[config.mk]
export PLATFORM = sky130hd
export DESIGN_NAME = cp_hs_seq
export DESIGN_NICKNAME = d
export VERILOG_FILES = /design/src/rtl/cp_hs_pkg.sv /design/src/rtl/cp_entry_check.sv /design/src/rtl/cp_addr_step.sv /design/src/rtl/cp_hs_seq.sv
export SDC_FILE = /design/constraint.sdc
export NUM_CORES = 1
export LEC_CHECK = 0
export BUFFER_PORTS_ARGS = -buffer_cell sky130_fd_sc_hd__buf_2
export CORE_MARGIN = 8
export CORE_UTILIZATION = 50
export DETAILED_ROUTE_END_ITERATION = 10
export GPL_TIMING_DRIVEN = 0
export PLACE_DENSITY = 0.86
export SLEW_MARGIN = 20
export SYNTH_ARGS = -nofsm -noshare
export SYNTH_HDL_FRONTEND = slang
export SYNTH_SLANG_ARGS = --single-unit
export TNS_END_PERCENT = 100
[constraint.sdc]
create_clock -name clk -period 3.8 [get_ports clk]
set_input_delay 0.57 -clock clk [delete_from_list [all_inputs] [get_ports clk]]
set_output_delay 0.57 -clock clk [all_outputs]
set_load 0.01 [all_outputs]
[src/rtl/cp_hs_pkg.sv]
`timescale 1ns/1ps
// Shared encodings for the coprocessor handshake sequencer.
// Assumes the phase/response code values are fixed by the attached coprocessor.
package cp_hs_pkg;
    typedef enum logic [2:0] {
        PH_NONE = 3'd0, PH_FIRST = 3'd1, PH_BUSY = 3'd2,
        PH_INTR = 3'd3, PH_XFER = 3'd4, PH_DATA = 3'd5
    } phase_t;

    typedef enum logic [1:0] {
        RSP_BUSY = 2'd0, RSP_CANT = 2'd1, RSP_INC = 2'd2, RSP_DONE = 2'd3
    } resp_t;

    typedef enum logic [2:0] {
        OP_TO_CP = 3'd0, OP_FROM_CP = 3'd1, OP_DATAOP = 3'd2,
        OP_LOAD = 3'd3, OP_STORE = 3'd4
    } op_t;

    typedef enum logic [3:0] {
        ST_IDLE, ST_FIRST, ST_WAIT, ST_POLL, ST_INTR,
        ST_CCYC, ST_ICYC, ST_XFER, ST_DATA, ST_END
    } state_t;
endpackage

[src/rtl/cp_entry_check.sv]
`timescale 1ns/1ps
// Entry screening: decides, before any handshake, whether an instruction is
// refused for permission or aborted for its start address.
// Assumes a flat address space of ADDR_W bits and a vector area below VEC_LIMIT.
module cp_entry_check
    import cp_hs_pkg::*;
#(
    parameter int NUM_CP    = 16,
    parameter int DATA_W    = 32,
    parameter int ADDR_W    = 26,
    parameter int VEC_LIMIT = 32
) (
    input  logic [2:0]                  op,
    input  logic [$clog2(NUM_CP)-1:0]   cp_sel,
    input  logic [NUM_CP-1:0]           cp_perm,
    input  logic [DATA_W-1:0]           addr,
    output logic                        deny,
    output logic                        addr_fault
);
    localparam logic [DATA_W-1:0] VEC_TOP = DATA_W'(VEC_LIMIT);

    logic is_ld, is_st, high_bits, in_vec;

    // Classify the request and test the address against both fault windows.
    always_comb begin
        is_ld      = (op == OP_LOAD);
        is_st      = (op == OP_STORE);
        high_bits  = |addr[DATA_W-1:ADDR_W];
        in_vec     = (addr < VEC_TOP);
        deny       = ~cp_perm[cp_sel];
        addr_fault = (is_ld & high_bits) | (is_st & (high_bits | in_vec));
    end
endmodule

[src/rtl/cp_addr_step.sv]
`timescale 1ns/1ps
// Transfer address register: loads the start address and post-increments by
// STEP for each further word. Assumes load and step are never high together.
module cp_addr_step #(
    parameter int DATA_W = 32,
    parameter int STEP   = 4
) (
    input  logic              clk,
    input  logic              rst_n,
    input  logic              load,
    input  logic [DATA_W-1:0] load_val,
    input  logic              step,
    output logic [DATA_W-1:0] addr
);
    // Hold, reload or advance the address.
    always_ff @(posedge clk) begin
        if (!rst_n)    addr <= '0;
        else if (load) addr <= load_val;
        else if (step) addr <= addr + DATA_W'(STEP);
    end
endmodule

[src/rtl/cp_hs_seq.sv]
`timescale 1ns/1ps
// Coprocessor handshake sequencer (top). Runs one coprocessor instruction:
// entry screening, FIRST/BUSY polling with idle cycles, interrupt abandonment,
// register transfers, data operations and multi-word load/store.
// Assumes the coprocessor answers combinationally in the cycle of each phase
// and memory reads complete within the DATA cycle.
module cp_hs_seq
    import cp_hs_pkg::*;
#(
    parameter int          NUM_CP    = 16,
    parameter int          DATA_W    = 32,
    parameter int          ADDR_W    = 26,
    parameter int          VEC_LIMIT = 32,
    parameter logic [31:0] FLAG_PAT  = 32'hF000_0000
) (
    input  logic                      clk,
    input  logic                      rst_n,
    input  logic                      start,
    input  logic [2:0]                op,
    input  logic [$clog2(NUM_CP)-1:0] cp_sel,
    input  logic                      wb_bit,
    input  logic [DATA_W-1:0]         start_addr,
    input  logic [DATA_W-1:0]         src_data,
    input  logic [NUM_CP-1:0]         cp_perm,
    input  logic                      irq_pend,
    input  logic [1:0]                cp_resp,
    input  logic [DATA_W-1:0]         cp_rdata,
    input  logic [DATA_W-1:0]         mem_rdata,
    input  logic                      mem_abort,
    output logic [2:0]                cp_phase,
    output logic [$clog2(NUM_CP)-1:0] cp_num,
    output logic [DATA_W-1:0]         cp_wdata,
    output logic [DATA_W-1:0]         mem_addr,
    output logic                      mem_rd,
    output logic                      mem_wr,
    output logic [DATA_W-1:0]         mem_wdata,
    output logic                      done,
    output logic                      undef_trap,
    output logic                      cp_abort,
    output logic                      abandoned,
    output logic                      wb_req,
    output logic [DATA_W-1:0]         rd_data
);
    localparam int CP_W = $clog2(NUM_CP);

    state_t            st;
    op_t               op_q;
    logic [CP_W-1:0]   cp_q;
    logic              wb_q, undef_q, abort_q, aband_q, wbr_q;
    logic [DATA_W-1:0] src_q, res_q;
    logic              deny, addr_fault, is_ldst, accept, step;
    resp_t             rsp;

    cp_entry_check #(
        .NUM_CP(NUM_CP), .DATA_W(DATA_W), .ADDR_W(ADDR_W), .VEC_LIMIT(VEC_LIMIT)
    ) u_entry (
        .op(op), .cp_sel(cp_sel), .cp_perm(cp_perm), .addr(start_addr),
        .deny(deny), .addr_fault(addr_fault)
    );

    cp_addr_step #(.DATA_W(DATA_W), .STEP(4)) u_addr (
        .clk(clk), .rst_n(rst_n), .load(accept), .load_val(start_addr),
        .step(step), .addr(mem_addr)
    );

    // Decode the response and the shared control terms.
    always_comb begin
        rsp     = resp_t'(cp_resp);
        is_ldst = (op_q == OP_LOAD) || (op_q == OP_STORE);
        accept  = (st == ST_IDLE) && start;
        step    = (st == ST_DATA) && (rsp == RSP_INC) && !mem_abort;
    end

    // Main sequencing state machine with captured instruction fields and result flags.
    always_ff @(posedge clk) begin
        if (!rst_n) begin
            st <= ST_IDLE; op_q <= OP_TO_CP; cp_q <= '0; wb_q <= 1'b0;
            src_q <= '0; res_q <= '0;
            undef_q <= 1'b0; abort_q <= 1'b0; aband_q <= 1'b0; wbr_q <= 1'b0;
        end else begin
            case (st)
                ST_IDLE: if (start) begin
                    op_q <= op_t'(op); cp_q <= cp_sel; wb_q <= wb_bit;
                    src_q <= src_data; res_q <= '0;
                    undef_q <= 1'b0; abort_q <= 1'b0; aband_q <= 1'b0; wbr_q <= 1'b0;
                    if (deny) begin
                        undef_q <= 1'b1; st <= ST_END;
                    end else if (addr_fault) begin
                        abort_q <= 1'b1; st <= ST_END;
                    end else begin
                        st <= ST_FIRST;
                    end
                end
                ST_FIRST, ST_POLL: begin
                    case (rsp)
                        RSP_BUSY: st <= ST_WAIT;
                        RSP_CANT: begin
                            if (is_ldst) abort_q <= 1'b1;
                            else         undef_q <= 1'b1;
                            if (op_q == OP_FROM_CP) res_q <= DATA_W'(FLAG_PAT);
                            st <= ST_END;
                        end
                        default: begin
                            case (op_q)
                                OP_TO_CP:   st <= ST_CCYC;
                                OP_FROM_CP: begin res_q <= cp_rdata; st <= ST_CCYC; end
                                OP_LOAD:    begin wbr_q <= wb_q; st <= ST_XFER; end
                                OP_STORE:   begin wbr_q <= wb_q; st <= ST_DATA; end
                                default:    st <= ST_END;
                            endcase
                        end
                    endcase
                end
                ST_WAIT: st <= irq_pend ? ST_INTR : ST_POLL;
                ST_INTR: begin aband_q <= 1'b1; st <= ST_END; end
                ST_CCYC: st <= (op_q == OP_FROM_CP) ? ST_ICYC : ST_END;
                ST_ICYC: st <= ST_END;
                ST_XFER: st <= ST_DATA;
                ST_DATA: begin
                    if (mem_abort) begin
                        abort_q <= 1'b1; st <= ST_END;
                    end else if (rsp != RSP_INC) begin
                        st <= ST_END;
                    end
                end
                default: st <= ST_IDLE;
            endcase
        end
    end

    // Drive the handshake, memory and completion outputs from the state.
    always_comb begin
        case (st)
            ST_FIRST: cp_phase = PH_FIRST;
            ST_POLL:  cp_phase = PH_BUSY;
            ST_INTR:  cp_phase = PH_INTR;
            ST_XFER:  cp_phase = PH_XFER;
            ST_DATA:  cp_phase = PH_DATA;
            default:  cp_phase = PH_NONE;
        endcase
        cp_num     = cp_q;
        mem_rd     = (st == ST_DATA) && (op_q == OP_LOAD);
        mem_wr     = (st == ST_DATA) && (op_q == OP_STORE);
        cp_wdata   = mem_rd ? mem_rdata : src_q;
        mem_wdata  = cp_rdata;
        done       = (st == ST_END);
        undef_trap = done & undef_q;
        cp_abort   = done & abort_q;
        abandoned  = done & aband_q;
        wb_req     = done & wbr_q;
        rd_data    = res_q;
    end
endmodule

==> out/summary.md, run 1 <==
* **die area** 0.0158 mm2
* **met1 routed wirelength after detailed routing** 8360 um
* **sum of met2 wire segment lengths after detailed routing** 11200 um
* **Slew Limit Fails** 0
* **data arrival time of the critical path** 2840 ps
* **metal3 WL** 2010 um
* **Yosys Warn Count** 0
* **die span in x** 126 um
* **register area share after synthesis** 37.2%
* **Iter 0 DRT Violations** 639
* **remaining routing DRC violations** 0
* **DRT Wirelength** 22200 um
* **Post-CTS Setup Repair Bufs** 0
* **CP bufs+invs** 4
* **Top FF cell, synth** sky130_fd_sc_hd__dfxtp_1
* **RSZ-0062 raised after global routing** no
* **category of the worst setup path capture point** output port
* **cell count after synthesis** 740
* **number of buffers on the longest clock path** 2
* **post-synth design cell area** 0.00603 mm2
* **count of clock tree sinks** 112
* **minimum clock period after layout** 3410 ps
* **top post-synthesis cells by area** sky130_fd_sc_hd__dfxtp_1, sky130_fd_sc_hd__nand2_1, sky130_fd_sc_hd__a21oi_1
* **share of cell area taken by muxes after synthesis** 8.82%
* **max capacitance violation total** 0
* **detail-routed net length per standard cell** 18.5 um
* **part of the cycle the worst path needs** 89.6%
* **Rel. slew slack** 49.4%
* **number of hold violations in the final report** 0
* **cells traversed along the worst timing path** buf_6 -> or4b_4 -> buf_6 -> nor2_1 -> buf_2 -> mux2_2 -> buf_2
* **min-delay worst type** input pin to register
* **required time at the worst-slack endpoint** 3230 ps
* **worst clock skew** 9.16 ps
* **Clk Tree Root Cell** sky130_fd_sc_hd__clkbuf_16
* **highest cell delay on the worst timing path** 530 ps
* **adder-cell area share of the yosys netlist** 0.208%
* **complex-gate fraction of the synthesized area** 18.0%
* **Yosys top cell by area** sky130_fd_sc_hd__dfxtp_1
* **Resized Gates After CTS** 0
* **total leakage power** 3.80 nW
* **number of primary I/O pins** 301
* **number of failing setup endpoints in the final timing report** 0
* **worst slew pin tran** 749 ps
* **Final #Nets** 1209
* **uppermost layer routed** met5
* **deepest level of the CTS H-tree** 3
* **signed area change from the synthesized netlist to the final layout** 33.1%
* **startpoint-to-endpoint class of the critical path** register to output port
* **number of nets with antenna violations after detailed routing** 0
* **vias in the first global route** 6428
* **maximum clock frequency** 294 MHz
* **setup TNS** 0 ps
* **CTS clk-pin slew, worst paths** 80 ps
* **maximum number of pins on one net before global-route repair** 18
* **top library cells by usage in the layout, fill and taps aside** sky130_fd_sc_hd__buf_2, sky130_fd_sc_hd__nand2_1, sky130_fd_sc_hd__dfxtp_1
* **detailed-placement wirelength estimate** 17500 um
* **simple logic cell fraction of the synthesized area** 25.9%
* **R2R Setup Slk** 1090 ps
* **number of buffers inserted by port buffering** 298
* **share of layout cells above drive strength 1** 38.3%
* **total number of placement rows** 40
* **insertion delay of the later-clocked pin in the worst-skew pair** 350 ps
* **remaining global-route overflow** 0
* **Placement Cell Area** 0.00770 mm2
* **largest vdd supply drop** 0.232 mV
* **largest family of logic cells by synthesized area** simple AND/OR/NAND/NOR gates
* **core outline area** 0.0119 mm2
* **Post-CTS Hold Buffers** 0
* **Seq cells post-synth** 112
* **status** finished clean
* **most common cell after layout, fill and taps aside** sky130_fd_sc_hd__buf_2
* **number of CTS-inserted buffers** 9
* **initial antenna violation count** 4
* **fill cell instance count of the final layout** 1041
* **TritonCTS clock tree** done
* **FFs w/ async S/R, synth** 0%
* **initial core utilization** 50.6%
* **count of flip-flops with a built-in enable after synthesis** 0
* **critical path's top delay family** simple AND/OR/NAND/NOR gates
* **type of element launching the critical path** register
* **aggregate global-route resource usage** 26.5%
* **via count normalized by instance count** 5.54
* **largest driver fanout on the critical path** 10
* **Yosys top cell area share** 37.2%
* **Unique masters post-synth** 59
* **power per cell area** 445 mW/mm2
* **number of detailed-route iterations in the first pass** 5
* **Chip Height** 126 um
* **crit path max-delay cell type** sky130_fd_sc_hd__or4b_4
* **xor-xnor portion of the synthesized cell area** 1.74%
* **GP Congestion** 0.938
* **summed area of non-filler cells in the final layout** 0.00803 mm2
* **via count** 6669
* **synthesized netlist net count** 900
* **wire length of the first global-routing pass** 33600 um
* **synthesized area per cell** 8.15 um2
routing by layer:
metal | track usage, % | vias up
li1 | - | 3206
met1 | 28.8 | 3070
met2 | 47.2 | 347
met3 | 7.72 | 44
met4 | 11.3 | 2
met5 | 0 | -
cell usage after synthesis, drive strengths merged, types with 15 or more instances:
| master | count |
|---|---|
| nor2 | 29 |
| a21oi | 77 |
| and3 | 35 |
| dfxtp | 112 |
| o21a | 29 |
| nor4 | 15 |
| nand2 | 125 |
| buf | 42 |
| and2 | 36 |
| mux2 | 35 |
| o21ai | 23 |
| clkbuf | 45 |
worst register-to-register path: stages, from the launching register on:
cell,delay (ps)
sky130_fd_sc_hd__dfxtp_1,310
sky130_fd_sc_hd__buf_6,130
sky130_fd_sc_hd__or3_1,390
sky130_fd_sc_hd__nor2_1,360
sky130_fd_sc_hd__clkbuf_1,570
sky130_fd_sc_hd__clkbuf_1,590
sky130_fd_sc_hd__nand2_1,130
sky130_fd_sc_hd__a31oi_1,160
registers in the layout, indices dropped and copies added (netlist names):
| signal | count |
|---|---|
| rd_data | 32 |
| src_q | 32 |
| u_addr.addr | 32 |
| cp_num | 4 |
| st | 4 |
| op_q | 3 |
| aband_q | 1 |
| abort_q | 1 |
| undef_q | 1 |
| wb_q | 1 |
| wbr_q | 1 |
worst paths after layout:
check	cells after the start	endpoint	from
worst max register to register	7	u_addr.addr[30]	st[2]
worst max-delay path	7	cp_wdata[19]	st[2]
worst min-delay path	3	src_q[19]	src_data[19]
worst min register to register	2	cp_num[2]	cp_num[2]
final cells by class:
type                    count  area [um2]  share of cell area, %
multi-input cells         536        3300                   41.2
flip-flops and latches    112        2240                   27.9
repair buffers            298        1490                   18.6
plain buffers              87         470                   5.86
clock buffers              12         256                   3.20
well taps                 147         184                   2.29
clock inverters             4        51.3                  0.639
inverters                   5        18.8                  0.234
diodes                      3        7.51                 0.0935
stage by stage:
| stage | instances | power (mW) | setup slack, ps | hold WS, ps | utilization [%] |
|---|---|---|---|---|---|
| 6_report | 1204 | 3.57 | 394 | 453 | 67.4 |
| 5_1_grt | 1204 | 3.74 | 301 | 443 | 67.4 |
| 4_1_cts | 1201 | 3.56 | 402 | 447 | 67.3 |
| 3_5_place_dp | 1185 | 2.59 | 782 | 445 | 64.7 |
| 3_3_place_gp | 1185 | 2.56 | 832 | 437 | 64.7 |
| 2_1_floorplan | 740 | 2.12 | 1230 | 434 | - |
logic make-up (layout without fill, tap and decap cells):
logic type / count (synthesis) / count (layout)
AO/OA/AOI/OAI: 176 / 176
flip-flops: 112 / 112
AND/OR/NAND/NOR: 304 / 304
multiplexers: 43 / 43
other: 0 / 3
buffers and inverters: 92 / 406
XOR/XNOR: 12 / 12
adder cells (fa/ha/maj): 1 / 1
where the power goes:
| part | internal, mW | total [mW] | switching [mW] |
|---|---|---|---|
| Clock | 0.550 | 0.989 | 0.440 |
| Sequential | 1.32 | 1.45 | 0.130 |
| Combinational | 0.460 | 1.13 | 0.673 |
| Total | 2.33 | 3.57 | 1.24 |
No activity file was read; power rests on OpenSTA's default activity.
==> inputs of run 2 (changes only) <==
- CORE_UTILIZATION: 50 -> 46
- PLACE_DENSITY: 0.86 -> 0.8
- clock period: 3.8 -> 3.4 ns (I/O delays scaled with it)
==> run 2 against run 1 <==
Via count down 0.64%; count of clock-buffer cells in the layout down 2; die area increased by 7.6%; sequential power is 12% higher; setup slack worse by 230 ps; routed wire length shrank 0.35%; largest cell class unchanged.
==> out/summary.md, run 2 (synthesized netlist as in run 1, its figures left out) <==
* **category of the worst setup path capture point** output port
* **die span in x** 130 um, +3.7%
* **die area** 0.0170 mm2, +7.6%
* **CTS clk-pin slew, worst paths** 80 ps, about the same
* **largest vdd supply drop** 0.253 mV, +9.1%
* **remaining routing DRC violations** 0, unchanged
* **worst hold slack across all endpoints** 381 ps, -71.3 ps
* **wire length of the first global-routing pass** 33100 um, -1.5%
* **min-delay worst type** input pin to register
* **Chip Height** 130 um, +3.7%
* **top library cells by usage in the layout, fill and taps aside** sky130_fd_sc_hd__buf_2, sky130_fd_sc_hd__nand2_1, sky130_fd_sc_hd__dfxtp_1
* **aggregate global-route resource usage** 25.1%, -1.4 points
* **Post-CTS Setup Repair Bufs** 0, unchanged
* **Finished Core Util** 61.7%, -5.7 points
* **number of primary I/O pins** 301, unchanged
* **DP Worst Slack** 340 ps, -441 ps
* **core outline area** 0.0130 mm2, +9.4%
* **worst clock skew** 7.30 ps, -1.85 ps
* **Iter 0 DRT Violations** 516, -19%
* **data arrival time of the critical path** 2730 ps, -110 ps
* **Placement Cell Area** 0.00774 mm2, +0.47%
* **maximum number of pins on one net before global-route repair** 19, +1
* **TritonCTS clock tree** done
* **setup TNS** 0 ps, unchanged
* **most common cell after layout, fill and taps aside** sky130_fd_sc_hd__buf_2
* **vias in the first global route** 6368, -0.93%
* **share of layout cells above drive strength 1** 38.3%, unchanged
* **summed area of non-filler cells in the final layout** 0.00804 mm2, +0.22%
* **number of buffers inserted by port buffering** 298, unchanged
* **DRT Wirelength** 22100 um, -0.35%
* **total number of placement rows** 42, +5.0%
* **insertion delay of the later-clocked pin in the worst-skew pair** 360 ps, about the same
* **remaining global-route overflow** 0, unchanged
* **via count** 6626, -0.64%
* **RSZ-0062 raised after global routing** no
* **worst slew pin tran** 1070 ps, +317 ps
* **via count normalized by instance count** 5.38, -2.9%
* **Slew Limit Fails** 0, unchanged
* **power per cell area** 493 mW/mm2, +11%
* **startpoint-to-endpoint class of the critical path** register to output port
* **number of nets with antenna violations after detailed routing** 0, unchanged
* **largest driver fanout on the critical path** 10, unchanged
* **total leakage power** 3.79 nW, about the same
* **fill cell instance count of the final layout** 1241, +19%
* **detail-routed net length per standard cell** 18.0 um, -2.6%
* **maximum clock frequency** 309 MHz
* **required time at the worst-slack endpoint** 2890 ps, -340 ps
* **initial antenna violation count** 1, -3
* **minimum clock period after layout** 3240 ps
* **Rel. slew slack** 27.9%, -21 points
* **GP Congestion** 0.915, -2.5%
* **Final #Nets** 1209, unchanged
* **initial core utilization** 46.3%, -4.4 points
* **max capacitance violation total** 0, unchanged
* **Post-CTS Hold Buffers** 0, unchanged
* **detailed-placement wirelength estimate** 17600 um, +0.50%
* **fin worst setup slack** 161 ps, -234 ps
* **Clk Tree Root Cell** sky130_fd_sc_hd__clkbuf_16
* **number of CTS-inserted buffers** 9, unchanged
* **number of buffers on the longest clock path** 2, unchanged
* **number of failing setup endpoints in the final timing report** 0, unchanged
* **number of hold violations in the final report** 0, unchanged
* **part of the cycle the worst path needs** 95.3%
* **status** finished clean
* **deepest level of the CTS H-tree** 3, unchanged
* **signed area change from the synthesized netlist to the final layout** 33.4%
* **count of clock tree sinks** 112, unchanged
* **Resized Gates After CTS** 1, +1
* **type of element launching the critical path** register
* **number of detailed-route iterations in the first pass** 5, unchanged
-- run 2: final timing paths --
path                  startpoint              end  slack, ps  cells past startpoint
hold / removal       src_data[0]         src_q[0]        380                      3
setup reg to reg           st[2]  u_addr.addr[15]        780                      7
hold reg to reg   u_addr.addr[1]   u_addr.addr[1]        450                      2
setup / recovery           st[2]     cp_wdata[19]        160                      7
-- run 2: report_power, final --
group,leakage (nW),switching (mW),internal (mW)
Clock,0.147,0.520,0.577
Combinational,2.73,0.741,0.512
Sequential,0.914,0.146,1.47
Total,3.79,1.41,2.56
-- run 2: layout make-up --
cell class / count / area [um2] / share of cell area (%)
Tap cell: 176 / 220 / 2.74
Sequential cell: 112 / 2240 / 27.9
Clock buffer: 10 / 229 / 2.85
Antenna cell: 2 / 5.00 / 0.0622
Buffer: 87 / 470 / 5.85
Inverter: 5 / 18.8 / 0.233
Timing Repair Buffer: 298 / 1490 / 18.5
Clock inverter: 6 / 66.3 / 0.825
Multi-Input combinational cell: 536 / 3300 / 41.0
-- run 2: critical path, stage by stage (launching register included) --
cell,delay [ps]
sky130_fd_sc_hd__dfxtp_1,310
sky130_fd_sc_hd__buf_6,130
sky130_fd_sc_hd__or4b_4,530
sky130_fd_sc_hd__buf_6,160
sky130_fd_sc_hd__nor2_2,370
sky130_fd_sc_hd__buf_2,360
sky130_fd_sc_hd__mux2_2,370
sky130_fd_sc_hd__buf_2,140
-- run 2: through the flow --
| stage | total power [mW] | cells |
|---|---|---|
| 3_3_place_gp | 2.87 | 1214 |
| 6_report | 3.97 | 1232 |
| 3_5_place_dp | 2.89 | 1214 |
| 4_1_cts | 3.97 | 1230 |
| 2_1_floorplan | 2.36 | 740 |
| 5_1_grt | 4.17 | 1231 |
-- run 2: metal layers --
| layer | vias to the layer above | track usage, % | routed length (um) |
|---|---|---|---|
| met5 | - | 0 | 0 |
| met4 | 0 | 9.18 | 421 |
| met3 | 33 | 6.53 | 1930 |
| met2 | 303 | 44.9 | 11400 |
| met1 | 3075 | 28.1 | 8420 |
| li1 | 3215 | - | - |
==> inputs of run 3 (changes only) <==
- CORE_MARGIN: 8 -> 4
- PLACE_DENSITY: 0.8 -> 0.9
==> run 3 against run 2 <==
Non-clock buffer count is the same; critical path depth is the same; setup slack gained 27 ps; fmax grew 0.84%; critical endpoint is now cp_wdata[21]; largest power group unchanged.
==> out/summary.md, run 3 (synthesized netlist as in run 1, its figures left out) <==
* **initial antenna violation count** 2, +1
* **Post-CTS Setup Repair Bufs** 0, unchanged
* **required time at the worst-slack endpoint** 2890 ps, about the same
* **worst slew pin tran** 911 ps, -155 ps
* **insertion delay of the later-clocked pin in the worst-skew pair** 350 ps, about the same
* **power per cell area** 491 mW/mm2, -0.38%
* **type of element launching the critical path** register
* **Final #Nets** 1209, unchanged
* **setup TNS** 0 ps, unchanged
* **part of the cycle the worst path needs** 94.5%, -0.79 points
* **area of the multi-input gates** 0.00330 mm2, unchanged
* **fill cell instance count of the final layout** 1196, -3.6%
* **number of antenna repair diodes** 0, -2
* **GP Congestion** 0.959, +4.8%
* **initial core utilization** 47.4%, +1.1 points
* **top library cells by usage in the layout, fill and taps aside** sky130_fd_sc_hd__buf_2, sky130_fd_sc_hd__nand2_1, sky130_fd_sc_hd__dfxtp_1
* **maximum number of pins on one net before global-route repair** 17, -2
* **count of clock tree sinks** 112, unchanged
* **maximum clock frequency** 311 MHz, +0.84%
* **max capacitance violation total** 0, unchanged
* **number of CTS-inserted buffers** 9, unchanged
* **via count** 6768, +2.1%
* **largest vdd supply drop** 0.372 mV, +47%
* **Slew Limit Fails** 0, unchanged
* **Iter 0 DRT Violations** 579, +12%
* **most common cell after layout, fill and taps aside** sky130_fd_sc_hd__buf_2
* **core outline area** 0.0127 mm2, -2.4%
* **Placement Cell Area** 0.00773 mm2, about the same
* **number of nets with antenna violations after detailed routing** 0, unchanged
* **minimum clock period after layout** 3210 ps, -26.9 ps
* **status** finished clean
* **detail-routed net length per standard cell** 17.5 um, -2.4%
* **TritonCTS clock tree** done
* **number of failing setup endpoints in the final timing report** 0, unchanged
* **worst clock skew** 6.82 ps, -0.480 ps
* **CTS clk-pin slew, worst paths** 70 ps, about the same
* **number of primary I/O pins** 301, unchanged
* **number of buffers inserted by port buffering** 298, unchanged
* **die area** 0.0150 mm2, -12%
* **storage element area** 0.00224 mm2, unchanged
* **aggregate global-route resource usage** 27.5%, +2.4 points
* **wire length of the first global-routing pass** 32200 um, -2.5%
* **largest driver fanout on the critical path** 10, unchanged
* **Rel. slew slack** 38.4%, +10 points
* **via count normalized by instance count** 5.52, +2.6%
* **summed area of non-filler cells in the final layout** 0.00802 mm2, -0.28%
* **startpoint-to-endpoint class of the critical path** register to output port
* **RSZ-0062 raised after global routing** no
* **total leakage power** 3.78 nW, -0.35%
* **data arrival time of the critical path** 2700 ps, -30 ps
* **Chip Height** 122 um, -6.1%
* **signed area change from the synthesized netlist to the final layout** 33.0%
* **detailed-placement wirelength estimate** 16700 um, -4.9%
* **number of hold violations in the final report** 0, unchanged
* **Clk Tree Root Cell** sky130_fd_sc_hd__clkbuf_16
* **number of detailed-route iterations in the first pass** 5, unchanged
* **min-delay worst type** input pin to register
* **die span in x** 122 um, -6.1%
* **vias in the first global route** 6330, -0.60%
* **remaining routing DRC violations** 0, unchanged
* **category of the worst setup path capture point** output port
* **total number of placement rows** 41, -2.4%
* **DRT Wirelength** 21500 um, -2.8%
* **remaining global-route overflow** 0, unchanged
* **number of buffers on the longest clock path** 2, unchanged
* **deepest level of the CTS H-tree** 3, unchanged
* **share of layout cells above drive strength 1** 38.0%, -0.28 points
## run 3: what timing repair did
| item | 4_1_cts | 5_1_grt |
|---|---|---|
| setup endpoints to repair | 29 | 0 |
| resized for setup | 1 | 0 |
| hold buffers | 0 | 0 |
## run 3: cell type report
class / count / share of cell area (%)
Timing Repair Buffer: 298 / 18.6
Buffer: 87 / 5.87
Tap cell: 172 / 2.68
Inverter: 5 / 0.234
Clock inverter: 3 / 0.530
Sequential cell: 112 / 28.0
Multi-Input combinational cell: 536 / 41.1
Clock buffer: 13 / 3.00
## run 3: per-layer routing
| metal | vias up | track usage (%) | wire length [um] |
|---|---|---|---|
| li1 | 3211 | - | - |
| met1 | 3149 | 33.2 | 8400 |
| met2 | 345 | 47.3 | 10600 |
| met3 | 59 | 6.64 | 1800 |
| met4 | 4 | 10.0 | 643 |
| met5 | - | 0 | 25 |
## run 3: through the flow
step                      util [%]  power, mW  std cells  hold slack (ps)  setup WS [ps]
after floorplan                  -       2.36        740              434            893
after global placement        60.8       2.87       1210              437            290
after detailed placement      60.8       2.90       1210              443            300
after CTS                     63.0       3.94       1226              380            122
after global routing          63.0       4.14       1226              379           62.4
final                         63.0       3.94       1226              391            187
## run 3: worst max-delay path, cell delays in order, from the launching register on
cell and delay (ps):
sky130_fd_sc_hd__dfxtp_1 310, sky130_fd_sc_hd__buf_6 130, sky130_fd_sc_hd__or4b_4 530, sky130_fd_sc_hd__buf_6 160, sky130_fd_sc_hd__nor2_2 340, sky130_fd_sc_hd__buf_2 360
sky130_fd_sc_hd__mux2_2 370, sky130_fd_sc_hd__buf_2 140
## run 3: final timing paths
| path | start | to | slack [ps] | depth (start not counted) |
|---|---|---|---|---|
| max | st[2] | cp_wdata[21] | 190 | 7 |
| min | src_data[9] | src_q[9] | 390 | 3 |
| max reg2reg | st[0] | rd_data[28] | 660 | 6 |
| min reg2reg | src_q[0] | src_q[0] | 460 | 2 |
## run 3: power breakdown
part | switching, mW | leakage [nW] | total (mW) | internal, mW
logic | 0.757 | 2.73 | 1.27 | 0.513
clock network | 0.481 | 0.134 | 1.05 | 0.573
registers | 0.147 | 0.914 | 1.62 | 1.47
total | 1.38 | 3.78 | 3.94 | 2.56
